`config.mk`:
```
export PLATFORM = sky130hd
export DESIGN_NAME = spin_lock_agent
export DESIGN_NICKNAME = d
export VERILOG_FILES = /design/src/rtl/spin_lock_pkg.sv /design/src/rtl/spin_lock_dp.sv /design/src/rtl/spin_lock_ctrl.sv /design/src/rtl/spin_lock_agent.sv
export SDC_FILE = /design/constraint.sdc
export NUM_CORES = 1
export LEC_CHECK = 0
export BUFFER_PORTS_ARGS = -buffer_cell sky130_fd_sc_hd__buf_2
export CELL_PAD_IN_SITES_DETAIL_PLACEMENT = 1
export CELL_PAD_IN_SITES_GLOBAL_PLACEMENT = 1
export CORE_MARGIN = 5
export CORE_UTILIZATION = 37
export CTS_CLUSTER_SIZE = 10
export DETAILED_ROUTE_END_ITERATION = 8
export PLACE_DENSITY_LB_ADDON = 0.1
export SETUP_SLACK_MARGIN = 0.05
export SYNTH_ARGS = -nofsm -noshare
export SYNTH_HDL_FRONTEND = slang
export SYNTH_SLANG_ARGS = --single-unit
```
`constraint.sdc`:
```
create_clock -name clk -period 5.6 [get_ports clk]
set_input_delay 1.4 -clock clk [delete_from_list [all_inputs] [get_ports clk]]
set_output_delay 1.4 -clock clk [all_outputs]
set_load 0.01 [all_outputs]
```
`src/rtl/spin_lock_pkg.sv`:
```
package spin_lock_pkg;

  typedef enum logic [1:0] {
    OP_LOAD  = 2'b00,
    OP_TAS   = 2'b01,
    OP_STORE = 2'b10
  } memOp_e;

  typedef enum logic [2:0] {
    ST_IDLE,
    ST_POLL_REQ,
    ST_POLL_WAIT,
    ST_TAS_REQ,
    ST_TAS_WAIT,
    ST_BACKOFF,
    ST_HELD,
    ST_RELEASE
  } lockState_e;

  // strobes from control to datapath
  typedef struct packed {
    logic loadTimer;  // start a backoff with the current exponent
    logic bumpExp;    // a test-and-set failed
    logic clearExp;   // a test-and-set succeeded
    logic tick;       // one backoff cycle elapsed
  } dpStrobe_t;

endpackage

```
`src/rtl/spin_lock_dp.sv`:
```
module spin_lock_dp
  import spin_lock_pkg::*;
#(
  parameter int DATA_W  = 32,
  parameter int K_DELAY = 4,
  parameter int MAX_EXP = 6,
  parameter int EXP_W   = $clog2(MAX_EXP + 2),
  parameter int TIMER_W = $clog2((K_DELAY << MAX_EXP) + 1)
) (
  input  logic              clk,
  input  logic              rstN,
  input  dpStrobe_t         strobe,
  input  logic [DATA_W-1:0] rspData,
  output logic              lockFree,
  output logic              timerDone,
  output logic              timerBusy
);

  logic [EXP_W-1:0]   expCnt;
  logic [TIMER_W-1:0] timer;
  logic [TIMER_W-1:0] delayNext;

  assign lockFree  = (rspData == '0);
  assign delayNext = TIMER_W'(K_DELAY) << expCnt;
  assign timerDone = (timer == TIMER_W'(1));
  assign timerBusy = (timer != '0);

  // backoff exponent, saturating at the cap
  always_ff @(posedge clk) begin
    if (!rstN) begin
      expCnt <= '0;
    end else if (strobe.clearExp) begin
      expCnt <= '0;
    end else if (strobe.bumpExp && (expCnt != EXP_W'(MAX_EXP))) begin
      expCnt <= expCnt + EXP_W'(1);
    end
  end

  // delay timer, counts the backoff cycles down to zero
  always_ff @(posedge clk) begin
    if (!rstN) begin
      timer <= '0;
    end else if (strobe.loadTimer) begin
      timer <= delayNext;
    end else if (strobe.tick && timerBusy) begin
      timer <= timer - TIMER_W'(1);
    end
  end

  AST_EXP_CAP: assert property (@(posedge clk) disable iff (!rstN)
    expCnt <= EXP_W'(MAX_EXP));

  AST_EXP_CLEARED: assert property (@(posedge clk) disable iff (!rstN)
    strobe.clearExp |=> (delayNext == TIMER_W'(K_DELAY)));

endmodule

```
`src/rtl/spin_lock_ctrl.sv`:
```
module spin_lock_ctrl
  import spin_lock_pkg::*;
(
  input  logic       clk,
  input  logic       rstN,
  input  logic       acqReq,
  input  logic       relReq,
  input  logic       memReqReady,
  input  logic       memRspValid,
  input  logic       lockFree,
  input  logic       timerDone,
  output logic       memReqValid,
  output logic [1:0] memReqOp,
  output logic       acquired,
  output dpStrobe_t  strobe
);

  lockState_e state, stateNext;

  always_ff @(posedge clk) begin
    if (!rstN) state <= ST_IDLE;
    else       state <= stateNext;
  end

  always_comb begin
    stateNext = state;
    unique case (state)
      ST_IDLE:      if (acqReq) stateNext = ST_POLL_REQ;
      ST_POLL_REQ:  if (memReqReady) stateNext = ST_POLL_WAIT;
      ST_POLL_WAIT: if (memRspValid) stateNext = lockFree ? ST_TAS_REQ : ST_POLL_REQ;
      ST_TAS_REQ:   if (memReqReady) stateNext = ST_TAS_WAIT;
      ST_TAS_WAIT:  if (memRspValid) stateNext = lockFree ? ST_HELD : ST_BACKOFF;
      ST_BACKOFF:   if (timerDone) stateNext = ST_POLL_REQ;
      ST_HELD:      if (relReq) stateNext = ST_RELEASE;
      ST_RELEASE:   if (memReqReady) stateNext = ST_IDLE;
      default:      stateNext = ST_IDLE;
    endcase
  end

  always_comb begin
    strobe.loadTimer = (state == ST_TAS_WAIT) && memRspValid && !lockFree;
    strobe.bumpExp   = (state == ST_TAS_WAIT) && memRspValid && !lockFree;
    strobe.clearExp  = (state == ST_TAS_WAIT) && memRspValid && lockFree;
    strobe.tick      = (state == ST_BACKOFF);
  end

  always_comb begin
    memReqValid = 1'b0;
    memReqOp    = OP_LOAD;
    unique case (state)
      ST_POLL_REQ: memReqValid = 1'b1;
      ST_TAS_REQ:  begin memReqValid = 1'b1; memReqOp = OP_TAS;   end
      ST_RELEASE:  begin memReqValid = 1'b1; memReqOp = OP_STORE; end
      default:     ;
    endcase
  end

  assign acquired = (state == ST_HELD) || (state == ST_RELEASE);

  AST_REQ_HOLD: assert property (@(posedge clk) disable iff (!rstN)
    (memReqValid && !memReqReady) |=> (memReqValid && $stable(memReqOp)));

  AST_TAS_AFTER_FREE: assert property (@(posedge clk) disable iff (!rstN)
    ($rose(memReqValid) && (memReqOp == OP_TAS)) |-> $past(memRspValid && lockFree));

  AST_ACQ_DROP: assert property (@(posedge clk) disable iff (!rstN)
    $fell(acquired) |-> $past(memReqValid && memReqReady && (memReqOp == OP_STORE)));

  AST_ACQ_RISE: assert property (@(posedge clk) disable iff (!rstN)
    $rose(acquired) |-> $past(memRspValid && lockFree));

endmodule

```
`src/rtl/spin_lock_agent.sv`:
```
module spin_lock_agent
  import spin_lock_pkg::*;
#(
  parameter int DATA_W  = 32,
  parameter int K_DELAY = 4,
  parameter int MAX_EXP = 6
) (
  input  logic              clk,
  input  logic              rstN,
  input  logic              acqReq,
  input  logic              relReq,
  output logic              acquired,
  output logic              memReqValid,
  output logic [1:0]        memReqOp,
  input  logic              memReqReady,
  input  logic              memRspValid,
  input  logic [DATA_W-1:0] memRspData
);

  localparam int EXP_W   = $clog2(MAX_EXP + 2);
  localparam int TIMER_W = $clog2((K_DELAY << MAX_EXP) + 1);

  dpStrobe_t strobe;
  logic      lockFree;
  logic      timerDone;
  logic      timerBusy;

  spin_lock_ctrl u_ctrl (
    .clk         (clk),
    .rstN        (rstN),
    .acqReq      (acqReq),
    .relReq      (relReq),
    .memReqReady (memReqReady),
    .memRspValid (memRspValid),
    .lockFree    (lockFree),
    .timerDone   (timerDone),
    .memReqValid (memReqValid),
    .memReqOp    (memReqOp),
    .acquired    (acquired),
    .strobe      (strobe)
  );

  spin_lock_dp #(
    .DATA_W  (DATA_W),
    .K_DELAY (K_DELAY),
    .MAX_EXP (MAX_EXP),
    .EXP_W   (EXP_W),
    .TIMER_W (TIMER_W)
  ) u_dp (
    .clk       (clk),
    .rstN      (rstN),
    .strobe    (strobe),
    .rspData   (memRspData),
    .lockFree  (lockFree),
    .timerDone (timerDone),
    .timerBusy (timerBusy)
  );

  AST_BACKOFF_QUIET: assert property (@(posedge clk) disable iff (!rstN)
    timerBusy |-> !memReqValid);

  AST_RESET_IDLE: assert property (@(posedge clk)
    !rstN |=> (!acquired && !memReqValid));

endmodule

```
# Word level (Yosys, flattened, before mapping)

Cells that the tools add are included.

Input bits: 38
Flip-flop bits (word level): 15
Output and inout bits: 4

Bitwise operators: 1
Shifts and indexed selects: 1
Equal/unequal tests: 17
$add $sub $neg: 2
Multiplexer cells: 15
Reductions and logical operators: 14

Operator list:

| cell                | number |
|---|---|
| $logic_not 32->1    | 1 |
| $mux 3              | 8 |
| $pmux 3 s8          | 1 |
| $mux 9              | 2 |
| $ne 2x2->1 const B  | 8 |
| $eq 3x3->1 const B  | 4 |
| $eq 9x1->1 const B  | 1 |
| $reduce_bool 9->1   | 1 |
| $shl 3x3->9 const A | 1 |
| $sub 9x1->9 const B | 1 |
| $reduce_and 8->1    | 1 |
| $eq 3x2->1 const B  | 2 |
| $logic_and 1x1->1   | 5 |
| $mux 2              | 2 |
| $pmux 2 s2          | 1 |
| $add 3x1->3 const B | 1 |
| $eq 3x1->1 const B  | 1 |
| $logic_not 3->1     | 1 |
| $ne 3x3->1 const B  | 1 |
| $reduce_or 3->1     | 1 |
| $reduce_bool 2->1   | 1 |
| $reduce_or 2->1     | 1 |
| $logic_not 1->1     | 1 |
| $logic_or 1x1->1    | 1 |
| 2 further kinds     | 2 |

# Depth between registers and ports, before layout

Depth in word-level cells: 4
Gate-level depth with buffers: 7
Mapped depth without buffers: 6

# Cells and area by module

Synthesis repeated with hierarchy kept, for this count alone.

Cell total of the unflattened synthesis: 147
Area, all modules: 1177.4 um^2

Modules (own cells, without submodules):

| module         | cells each | instances | area each (um^2) | seq. area each (um^2) |
|---|---|---|---|---|
| spin_lock_dp   | 104        | 1         | 873.3            | 240.2 |
| spin_lock_ctrl | 43         | 1         | 304.0            | 60.1 |

# Worst setup path after synthesis

OpenSTA, ideal clock, no wires.

Kind: input-to-reg
From: input port memRspData[16]
To: register u_ctrl.state[1]
Library setup time: 0.081 ns
Setup slack: 2.743 ns
Buffers on the path: 0
Cell stages on the path: 5
Arrival: 2.777 ns
Data required time: 5.519 ns
Path through: nor4_1 > nand4_1 > or2_1 > or4b_1 > a41oi_1

Cells in the longest elaborated chain, start to end: 4
Elaborated cells between the ends (all ways): 6
Those cells by class: mux (5); reduce/logical (1)

RTL lines:

| item                      | RTL line                                   | source |
|---|---|---|
| start: declaration        | spin_lock_agent.sv:17                      | `input logic [DATA_W-1:0] memRspData` |
| $logic_not 32->1 (*)      | spin_lock_dp.sv:23                         | `assign lockFree = (rspData == '0);` |
| $mux 2 (on tied branches) | spin_lock_ctrl.sv:32, spin_lock_ctrl.sv:30 |  |
| $mux 3 (on tied branches) | spin_lock_ctrl.sv:32, spin_lock_ctrl.sv:30 |  |
| $pmux 3 s8 (*)            | spin_lock_ctrl.sv:27                       | `unique case (state)` |
| end signal: assignment    | spin_lock_ctrl.sv:22                       | `else state <= stateNext;` |
| end: declaration          | spin_lock_ctrl.sv:18                       | `lockState_e state, stateNext;` |

Mark *: on every way between the ends. The rest lies on a longest branch, timed or not. The select of a mux whose other input is x is not followed.
A chain may end at the register's enable or synchronous reset.

# Worst setup path after layout

From: input port memRspData[25]
To: register u_ctrl.state[1]

The elaborated chain is that of the path after synthesis.

==> flow_summary.toml <==
[power]
cellPowerDensity_nw_per_um2 = 153
p_leak_nw = 0.558
ir_worst_vdd_mv = 0.117

[logic_synthesis]
synth_edf_count = 0
synth_warnings = 0
synthTopCellsByCount = "15 x dfxtp_1, 12 x nor2_1, 10 x inv_1"
synth_seq_area_share_pct = 27.1
synth_top_cell_by_area = "dfxtp_1"
synth_area_leaders = "dfxtp_1 27%, ha_1 9.0%, nor2_1 4.1%"
synth-main-ff-cell = "dfxtp_1"
yosysMostFrequentCell = "dfxtp_1"
avgSynthCellArea_um2 = 7.98
syn_nets = 185
synth.distinct_cells = 45
async_flop_share_pct = 0
ys_ff_latch = 15
yosysTopAreaCellShare_pct = 27.1
syn_inst = 139
netlist_area_um2 = 1110

[finish]
fill_cells = 370
synthToLayoutAreaGrowth_pct = 23.7
layout.nets = 228
drive_above_1_share_pct = 28.7
diodes = 0
instances_no_fill = 212

[clocking]
cts.sinks = 15
cts_resized = 0
cts_tree = "yes"
clkLatencyLatePin_ps = 290
clockBufferDepth = 2
cts.hold.buffers_added = 0
cts.clk_slew.worst_paths_ps = 100
root_buffer = "clkbuf_4"
ctsHtreeMaxLevel = 1
cts_buffers = 3
cts_setup_buffers = 0

[sta]
fin_ws_ps = 2760
fin_hold_ws_ps = 514
skew_ps = 15.7
slew_viol_final = 0
tns_ps = 0
rsz0062_at_grt = "no"
fin_crit_ps = 2840
hold_violations = 0
slew-limit-headroom_pct = 69.2
post-route-period-util_pct = 50.7
fmax_ghz = 0.352
tightest_slew_ps = 460
setup_violations = 0

[floorplanning]
die_area_um2 = 4190
rows = 19
fp.dieH_um = 64.8
start_util_pct = 39.6
pin_count = 42
core_um2 = 2810
die_w_um = 64.8

[worst_setup_path]
r2r_start = "u_ctrl.state[2]$_SDFFE_PN0P_"
critPathMaxFanout = 6
worst_setup_path_start_kind = "input pin"
worst_setup_path_end_kind = "register"
r2r_slack_ps = 3510
path_class = "in2reg"
crit_arrival_ps = 3060
reg2reg_depth = 6
cp.required_ps = 5820
reg2reg_to = "u_dp.timer[4]$_SDFFE_PN0P_"

[min_path]
whs_path_depth = 2
hold_path_class = "reg2reg"
worstHoldStart = "u_dp.timer[8]$_SDFFE_PN0P_"
holdPathEnd = "u_dp.timer[8]$_SDFFE_PN0P_"

[route]
antenna_left = 0
viasPerCell = 5.53
firstDrtPassIters = 4
top_layer = "met4"
wl_met2_um = 1770
wl_met3_um = 67
wl_per_cell_um = 15.7
num_vias = 1173
wl_met1_um = 1430
drc_errors = 0
first_iter_violations = 72
drt_wl_total_um = 3320

[global_route]
overflow = 0
grt_pass1_wl_um = 5600
grt_max_degree = 14
antenna_found_initial = 0
grt_usage_pct = 16.9
grt_pass1_vias = 1223

[run]
max-cap-violations = 0

[placement]
hpwl_um = 2810
dp.cells = 208
place_congestion = 0.823
io_buffers = 41
pre_cts_ws_ps = 2450

[status]
outcome = "complete, no violations"
stage by stage:
stage / power, W / cell area (µm²) / utilization, %
after detailed placement: 0.000150 / 1350 / 47.9
after global routing: 0.000223 / 1370 / 48.9
after global placement: 0.000148 / 1350 / 47.9
after CTS: 0.000214 / 1370 / 48.9
after floorplan: 0.000131 / 1110 / -
final: 0.000210 / 1370 / 48.9
how the worst max path moves through the flow:
stage / from / end / slack, ps / cells after the start
finish: memRspData[25] / u_ctrl.state[1]$_SDFFE_PN0P_ / 2760 / 6
global route: memRspData[6] / u_ctrl.state[1]$_SDFFE_PN0P_ / 2590 / 6
CTS: memRspData[1] / u_ctrl.state[1]$_SDFFE_PN0P_ / 2760 / 6
detailed placement: memRspData[25] / u_ctrl.state[1]$_SDFFE_PN0P_ / 2450 / 6
global placement: memRspData[1] / u_ctrl.state[1]$_SDFFE_PN0P_ / 2520 / 6
floorplan: memRspData[16] / u_ctrl.state[1]$_SDFFE_PN0P_ / 2740 / 5
cell type report:
| type | count | area [µm²] | area share (%) |
|---|---|---|---|
| inverter | 10 | 37.5 | 2.73 |
| timing repair buffer | 43 | 220 | 16.0 |
| clock inverter | 1 | 5.00 | 0.365 |
| multi-input combinational | 109 | 748 | 54.5 |
| clock buffer | 3 | 22.5 | 1.64 |
| tap | 31 | 38.8 | 2.83 |
| sequential | 15 | 300 | 21.9 |
kinds of logic (layout without fill, tap and decap cells):
| kind of cell | Yosys count | count (layout) | share of synthesized area [%] |
|---|---|---|---|
| and+or+nand+nor | 63 | 63 | 33.9 |
| AOI/OAI and AO/OA | 32 | 32 | 19.3 |
| DFF | 15 | 15 | 27.1 |
| buffers and inverters | 15 | 57 | 5.52 |
| adders and majority gates | 8 | 8 | 9.02 |
| muxes | 4 | 4 | 3.61 |
| xor gates and xnor gates | 2 | 2 | 1.58 |
placed cells by master, fill, tap and decap left out, types with 2 or more instances in the layout:
cell type / count
a31oi_1: 2
inv_1: 10
clkbuf_4: 3
nor2_1: 12
a311oi_1: 2
nand3_1: 8
ha_1: 8
mux2i_1: 4
o21a_1: 4
nand4b_1: 2
nor4_1: 7
nor3_1: 4
nand2_1: 7
buf_2: 41
nand4_1: 5
a21oi_1: 8
dfxtp_1: 15
buf_4: 2
o21ai_0: 6
nor2b_1: 2
and3_1: 2
and2_1: 2
metal layers:
layer  up-vias  track usage, %
met2        13            31.4
met1       552            19.3
met5         -               0
met4         0            3.96
met3         6            4.32
li1        602               -
power breakdown:
part / leakage [nW] / switching [W] / internal [W]
clock network: 0.0177 / 0.0000361 / 0.0000266
registers: 0.121 / 0.00000586 / 0.000109
logic: 0.419 / 0.0000145 / 0.0000181
total: 0.558 / 0.0000565 / 0.000154
flip-flops by register name (all words and copies together) (netlist names):
signal,count
u_dp.timer,9
u_ctrl.state,3
u_dp.expCnt,3
critical path, cell delays in order:
cell and delay [ps]:
buf_2 100, nor4_1 290, nand4_1 260, or2_1 340, or4b_1 470, a41oi_1 190
Power figures use the tool's default switching activity.
